**src/rtl/palette_port.sv**
```systemverilog
module palette_port #(
  parameter int IDX_W = 8
) (
  input  logic             clk,
  input  logic             rst,
  input  logic             bus_we,
  input  logic             bus_sel,
  input  logic [7:0]       bus_wdata,
  input  logic [IDX_W-1:0] rd_idx,
  output logic [14:0]      rd_color
);
  localparam int DEPTH = 1 << IDX_W;

  logic [IDX_W-1:0] ptr;
  logic             phase;
  logic [7:0]       hold;
  logic [14:0]      mem [DEPTH];

  wire idx_wr  = bus_we && !bus_sel;
  wire dat_wr  = bus_we &&  bus_sel;
  wire commit  = dat_wr && phase;
  wire [14:0] new_color = {bus_wdata[6:0], hold};

  always_ff @(posedge clk) begin
    if (rst) begin
      ptr   <= '0;
      phase <= 1'b0;
      hold  <= '0;
    end else if (idx_wr) begin
      ptr   <= bus_wdata[IDX_W-1:0];
      phase <= 1'b0;
    end else if (dat_wr) begin
      if (phase) ptr <= ptr + 1'b1;
      else       hold <= bus_wdata;
      phase <= !phase;
    end
  end

  always_ff @(posedge clk) begin
    rd_color <= mem[rd_idx];
    if (commit) mem[ptr] <= new_color;
  end

  AST_INDEX_LOAD: assert property (@(posedge clk) disable iff (rst)
    idx_wr |=> (ptr == $past(bus_wdata[IDX_W-1:0])) && !phase);
  AST_LOW_HELD: assert property (@(posedge clk) disable iff (rst)
    (dat_wr && !phase) |=> phase && (hold == $past(bus_wdata)) && (ptr == $past(ptr)));
  AST_PTR_STEP: assert property (@(posedge clk) disable iff (rst)
    (dat_wr && phase) |=> !phase && (ptr == IDX_W'($past(ptr) + 1'b1)));
  AST_IDLE_STABLE: assert property (@(posedge clk) disable iff (rst)
    !bus_we |=> $stable(ptr) && $stable(phase) && $stable(hold));
  AST_RESET_CLEAR: assert property (@(posedge clk)
    rst |=> (ptr == '0) && !phase && (hold == '0));
endmodule

```
**config.mk**
```make
export PLATFORM = sky130hd
export DESIGN_NAME = palette_port
export DESIGN_NICKNAME = d
export VERILOG_FILES = /design/src/rtl/palette_port.sv
export SDC_FILE = /design/constraint.sdc
export NUM_CORES = 2
export LEC_CHECK = 0
export BUFFER_PORTS_ARGS = -buffer_cell sky130_fd_sc_hd__buf_2
export CAP_MARGIN = 5
export CORE_MARGIN = 2
export CORE_UTILIZATION = 30
export DETAILED_ROUTE_END_ITERATION = 8
export HOLD_SLACK_MARGIN = 0.15
export PLACE_DENSITY = 0.43
export SETUP_SLACK_MARGIN = 0.2
export SYNTH_ARGS = -nofsm -noshare
export SYNTH_HDL_FRONTEND = slang
export SYNTH_SLANG_ARGS = --single-unit
```
**constraint.sdc**
```tcl
create_clock -name clk -period 6.13 [get_ports clk]
set_input_delay 0.3065 -clock clk [delete_from_list [all_inputs] [get_ports clk]]
set_output_delay 0.3065 -clock clk [all_outputs]
set_load 0.01 [all_outputs]
```
Word level (Yosys, flattened, before mapping)
Memory sizes are Yosys's and may differ from the RTL's. A register that Yosys moved wholly into a read port is not among the register bits.
Index checks and enable logic that the tools add are counted.
{"block": "word_totals", "reg_bits": 17, "word_cells": 22, "ram_bits": 3840, "out_inout_bits": 15, "mem_count": 1, "input_bits": 20}
{"name": "mem", "words": 256, "width": 15, "read_ports": 1, "rd_clocked_by_memory_dff": 1, "wr": 1, "line_no": "17", "text": "logic [14:0] mem [DEPTH];"}
{"block": "classes", "n_bitwise": 2, "n_addsub": 1, "n_reduce_logical": 10, "n_mux": 5}
{"operator": "$mux 8", "count": 3}
{"operator": "$add 8x1->8 const B", "count": 1}
{"operator": "$reduce_bool 2->1", "count": 2}
{"operator": "$logic_and 1x1->1", "count": 3}
{"operator": "$reduce_and 3->1", "count": 1}
{"operator": "$logic_not 1->1", "count": 2}
{"operator": "$mux 1", "count": 2}
{"operator": "$not 1->1", "count": 2}
{"operator": "$reduce_and 2->1", "count": 1}
{"operator": "$reduce_or 2->1", "count": 1}

Depth between registers and ports, before layout
{"block": "logic_depth", "depth_word": 4, "mapped_depth": 12, "ltp_nobuf": 7}

Least setup slack after synthesis
No wires, ideal clock.
{"block": "synth_path", "path_kind": "reg-to-reg", "startpoint": "reg hold[0]", "endpoint": "mem mem[0][0], data pin", "period_less_slack_ns": 4.253, "t_arrival_ns": 3.397, "stages_incl_launch_ff": 1, "path_slack_ns": 1.877, "path_buffers": 0, "setup_time_ns": 0.856, "required_time_ns": 5.274, "path_cell_list": "dfxtp_1"}
{"item": "from (decl)", "line_no": "16", "text": "logic [7:0] hold;"}
{"item": "from (signal assigned)", "line_no": "34", "text": "else hold <= bus_wdata;"}
{"item": "to (decl)", "line_no": "17"}
Straight into the memory's write port.

Worst setup path in the final report
{"block": "layout_path", "startpoint": "reg phase", "endpoint": "mem mem[209][1], enable pin"}
{"block": "layout_via", "elab_chain_cells": 3}
{"item": "from (decl)", "line_no": "15", "text": "logic phase;"}
{"item": "from (signal assigned)", "line_no": "35", "text": "phase <= !phase;"}
{"item": "$logic_and 1x1->1", "line_no": "21", "text": "wire commit = dat_wr && phase;"}
{"item": "$mux 1", "line_no": "41", "text": "if (commit) mem[ptr] <= new_color;"}
{"item": "$mux 1 (implied by the code)", "line_no": "41"}
Every way passes these cells.

==> key figures <==
Status
  – Status: finished clean

Floorplan
  – Die area: roughly 0.50 mm^2
  – Core Rows: about 260
  – Die Y: 706 um
  – Initial Util: between 30% and 40%
  – Ports: 35
  – Core Region: between 0.4 and 0.5 mm^2
  – Die Wd: just over 700 um

Clocking
  – H-tree depth: 5
  – Root Driver: clkbuf_16
  – Worst-skew pair later-pin latency: 1000 ps
  – Hold-fix buffer count after cts: 17
  – CTS resizes: 0
  – Post-CTS Setup Repair Bufs: 0
  – Sink Count: a little under 4k
  – Clock slew at reported path FFs: ~60 ps
  – Worst-case clock buffer depth: 4
  – Total CTS buffers: 418
  – CTS tree: yes

Finish
  – Util after Layout: 35.0%
  – Area grow syn2layout: 16.2%
  – Layout fillers: 45.6k
  – Final Cell Area: about 0.17 mm^2
  – Fin nets: approximately 7.3k
  – Layout cells sized above 1: between 20% and 30%

STA
  – Worst Tran Pin Value: approximately 1500 ps
  – Setup TNS: 0 ps
  – RSZ-0062 raised after global routing: no
  – Hold slack: 316 ps
  – Final Hold Fails: 0
  – Fmax: between 200 and 250 MHz
  – Fin crit period: roughly 4300 ps
  – Final setup fails: 0
  – Worst setup margin: roughly 1900 ps
  – Slew headroom: less than 1%
  – Slew Limit Fails: 0
  – Post-route clock period utilization: between 60 and 70%
  – Skew final: between 60 and 70 ps

Power
  – Comb pwr share: 4.6%
  – Net Switching: approximately 12 mW
  – Cell-internal power: around 44 mW
  – Switching Fraction: between 20 and 25%
  – Clock power frac: a little over two fifths
  – Leak: ~55 nW
  – Power per cell area: roughly 330 mW/mm^2
  – Worst vdd ir: approximately 0.24 mV
  – Seq pwr share: 51.6%

Place
  – Port Buffer Count: 34
  – Area of placed instances: about 0.16 mm^2
  – Post-DP HPWL: roughly 270 mm
  – RePlAce Congestion: slightly below 0.8
  – Pre-CTS setup slack: approximately 1300 ps

GRT
  – Largest net degree at the start of global routing: approximately 180
  – GR Overflow Total: 0
  – Number of global-route vias before repair: ~74k
  – Total track usage: roughly 18%
  – First-pass GRT wire length: roughly 620 mm
  – Antenna violations before repair: 37

Yosys
  – Yosys warns: 0
  – EDFF count, synth: 3,840
  – Sequential area share after synthesis: around 78%
  – Post-Synthesis Cells: 6,776
  – Netlist Area Pre-Place: between 0.1 and 0.15 mm^2
  – Post-Syn Area per Cell: between 20 and 25 um^2
  – Top FF cell, synth: edfxtp_1
  – FF+latch count, synth: between 3k and 4k
  – Synth unique cells: 60
  – Syn_nets: approximately 6.8k
  – Ys async rst share: 0%

Drt
  – Wire per inst: 32.0 um
  – First DRT Iteration DRCs: approximately 8k
  – WL final: approximately 450 mm
  – Vias: roughly 73k
  – First-pass DRT Iterations: 5
  – Vias/cell: slightly above 5
  – Antenna viol nets, final: 0
  – DRC: 0

Worst setup path
  – CP Class: reg2reg
  – Critical path arrival: slightly below 5000 ps
  – Critical Path Fanout Max: 19
  – Worst Path Required: ~6800 ps
  – Worst Setup End Kind: flip-flop
  – CP Launch Type: flip-flop

Job
  – Max-capacitance violation count: 0

Hold path
  – Worst min-delay path class: in2reg
[sequential cells by signal, indices dropped and copies added, names as in the netlist]
signal,count
hold,8
rd_color,15
ptr,8
mem,3840
phase,1
[cells by family after synthesis]
family | Yosys count | share of synthesized area [%]
AOI/OAI and AO/OA | 856 | 3.98
adders and majority gates | 4 | 0.0339
buffers and inverters | 421 | 1.65
DFF | 3872 | 78.5
muxes | 1046 | 14.1
and+or+nand+nor | 577 | 1.74
[final cells by class]
type                    instances  area, um^2  share of cell area (%)
clock inverters               252        2480                    1.44
repair buffers                503        4320                    2.52
well taps                    6475        8100                    4.72
inverters                      11        41.3                  0.0240
clock buffers                 512       10900                    6.37
flip-flops and latches       3872      116000                    67.5
multi-input cells            2483       29900                    17.4
diodes                          7        17.5                  0.0102
[cells in the final DEF, fill, tap and decap left out, types with 22 or more instances in the layout]
cell / n
dfxtp_1: 24
nand2_1: 94
nor2_1: 239
nor2_2: 56
clkinv_2: 80
mux4_2: 830
clkinv_1: 96
o22ai_1: 51
o221ai_1: 59
mux2i_1: 208
o21ai_0: 38
a221oi_1: 37
a21oi_1: 223
buf_2: 25
a22oi_1: 348
clkbuf_16: 419
bufinv_16: 36
nor3_1: 29
buf_4: 409
nand3_1: 22
buf_12: 38
nor4_2: 23
nor4_1: 35
clkbuf_1: 83
edfxtp_1: 3840
[power by group through the flow]
stage          Clock, mW  Combinational (mW)  Sequential [mW]
2_1_floorplan          0                1.26             29.8
3_3_place_gp           0                2.61             29.8
3_5_place_dp           0                2.64             29.8
4_1_cts             25.4                2.66             29.2
5_1_grt             26.4                2.74             29.2
6_report            24.8                2.60             29.2
[worst max-delay path: stages, from the launching register on]
cell     delay, ps
dfxtp_1        530
and3_1         820
nand3_2        930
buf_4          490
nor2_1         700
buf_4          410
[worst paths after layout]
| path | start | to | slack (ps) | cells after the start |
|---|---|---|---|---|
| setup / recovery | phase | mem[209][1] | 1870 | 5 |
| hold / removal | bus_wdata[5] | mem[97][13] | 320 | 2 |
| setup reg to reg | phase | mem[209][1] | 1870 | 5 |
| hold reg to reg | ptr[1] | ptr[1] | 620 | 2 |
[cells in the mapped netlist, drive strengths merged (2+ instances only)]
cell type	count	share of area, %
edfxtp	3840	78
mux4	830	13
a22oi	348	1.8
nor2	302	0.77
buf	247	1.2
a21oi	224	0.76
mux2i	208	1.4
clkbuf	163	0.42
nand2	97	0.25
nor4	61	0.28
o221ai	60	0.36
o22ai	51	0.22
o21ai	41	0.14
a221oi	37	0.22
nand3	35	0.12
nor3	33	0.11
dfxtp	32	0.43
a211oi	22	0.12
a31oi	20	0.085
nor2b	15	0.064
o32ai	13	0.077
nand2b	11	0.047
a22o	9	0.053
a41oi	9	0.053
inv	9	0.023
mux2	8	0.061
a221o	6	0.041
nand4	6	0.025
a2111oi	5	0.030
or2	5	0.021
and3	4	0.017
ha	4	0.034
o2bb2ai	3	0.018
and2	2	0.0085
clkinv	2	0.0051
nand3b	2	0.010
or3	2	0.0085
[per-stage QoR]
| step | power, mW | cells |
|---|---|---|
| 3_3_place_gp | 32.4 | 13315 |
| 3_5_place_dp | 32.4 | 13327 |
| 6_report | 56.6 | 14115 |
| 5_1_grt | 58.3 | 14109 |
| 4_1_cts | 57.3 | 14108 |
| 2_1_floorplan | 31.1 | 6776 |
[per-layer routing]
metal | track usage [%] | vias up | share of wire, %
met3 | 2.76 | 459 | 5.9
met5 | 0 | - | 0.0095
met1 | 25.6 | 40408 | 45
met4 | 3.26 | 8 | 1.8
li1 | - | 29890 | -
met2 | 28.7 | 2284 | 47
Power figures use the tool's default switching activity.
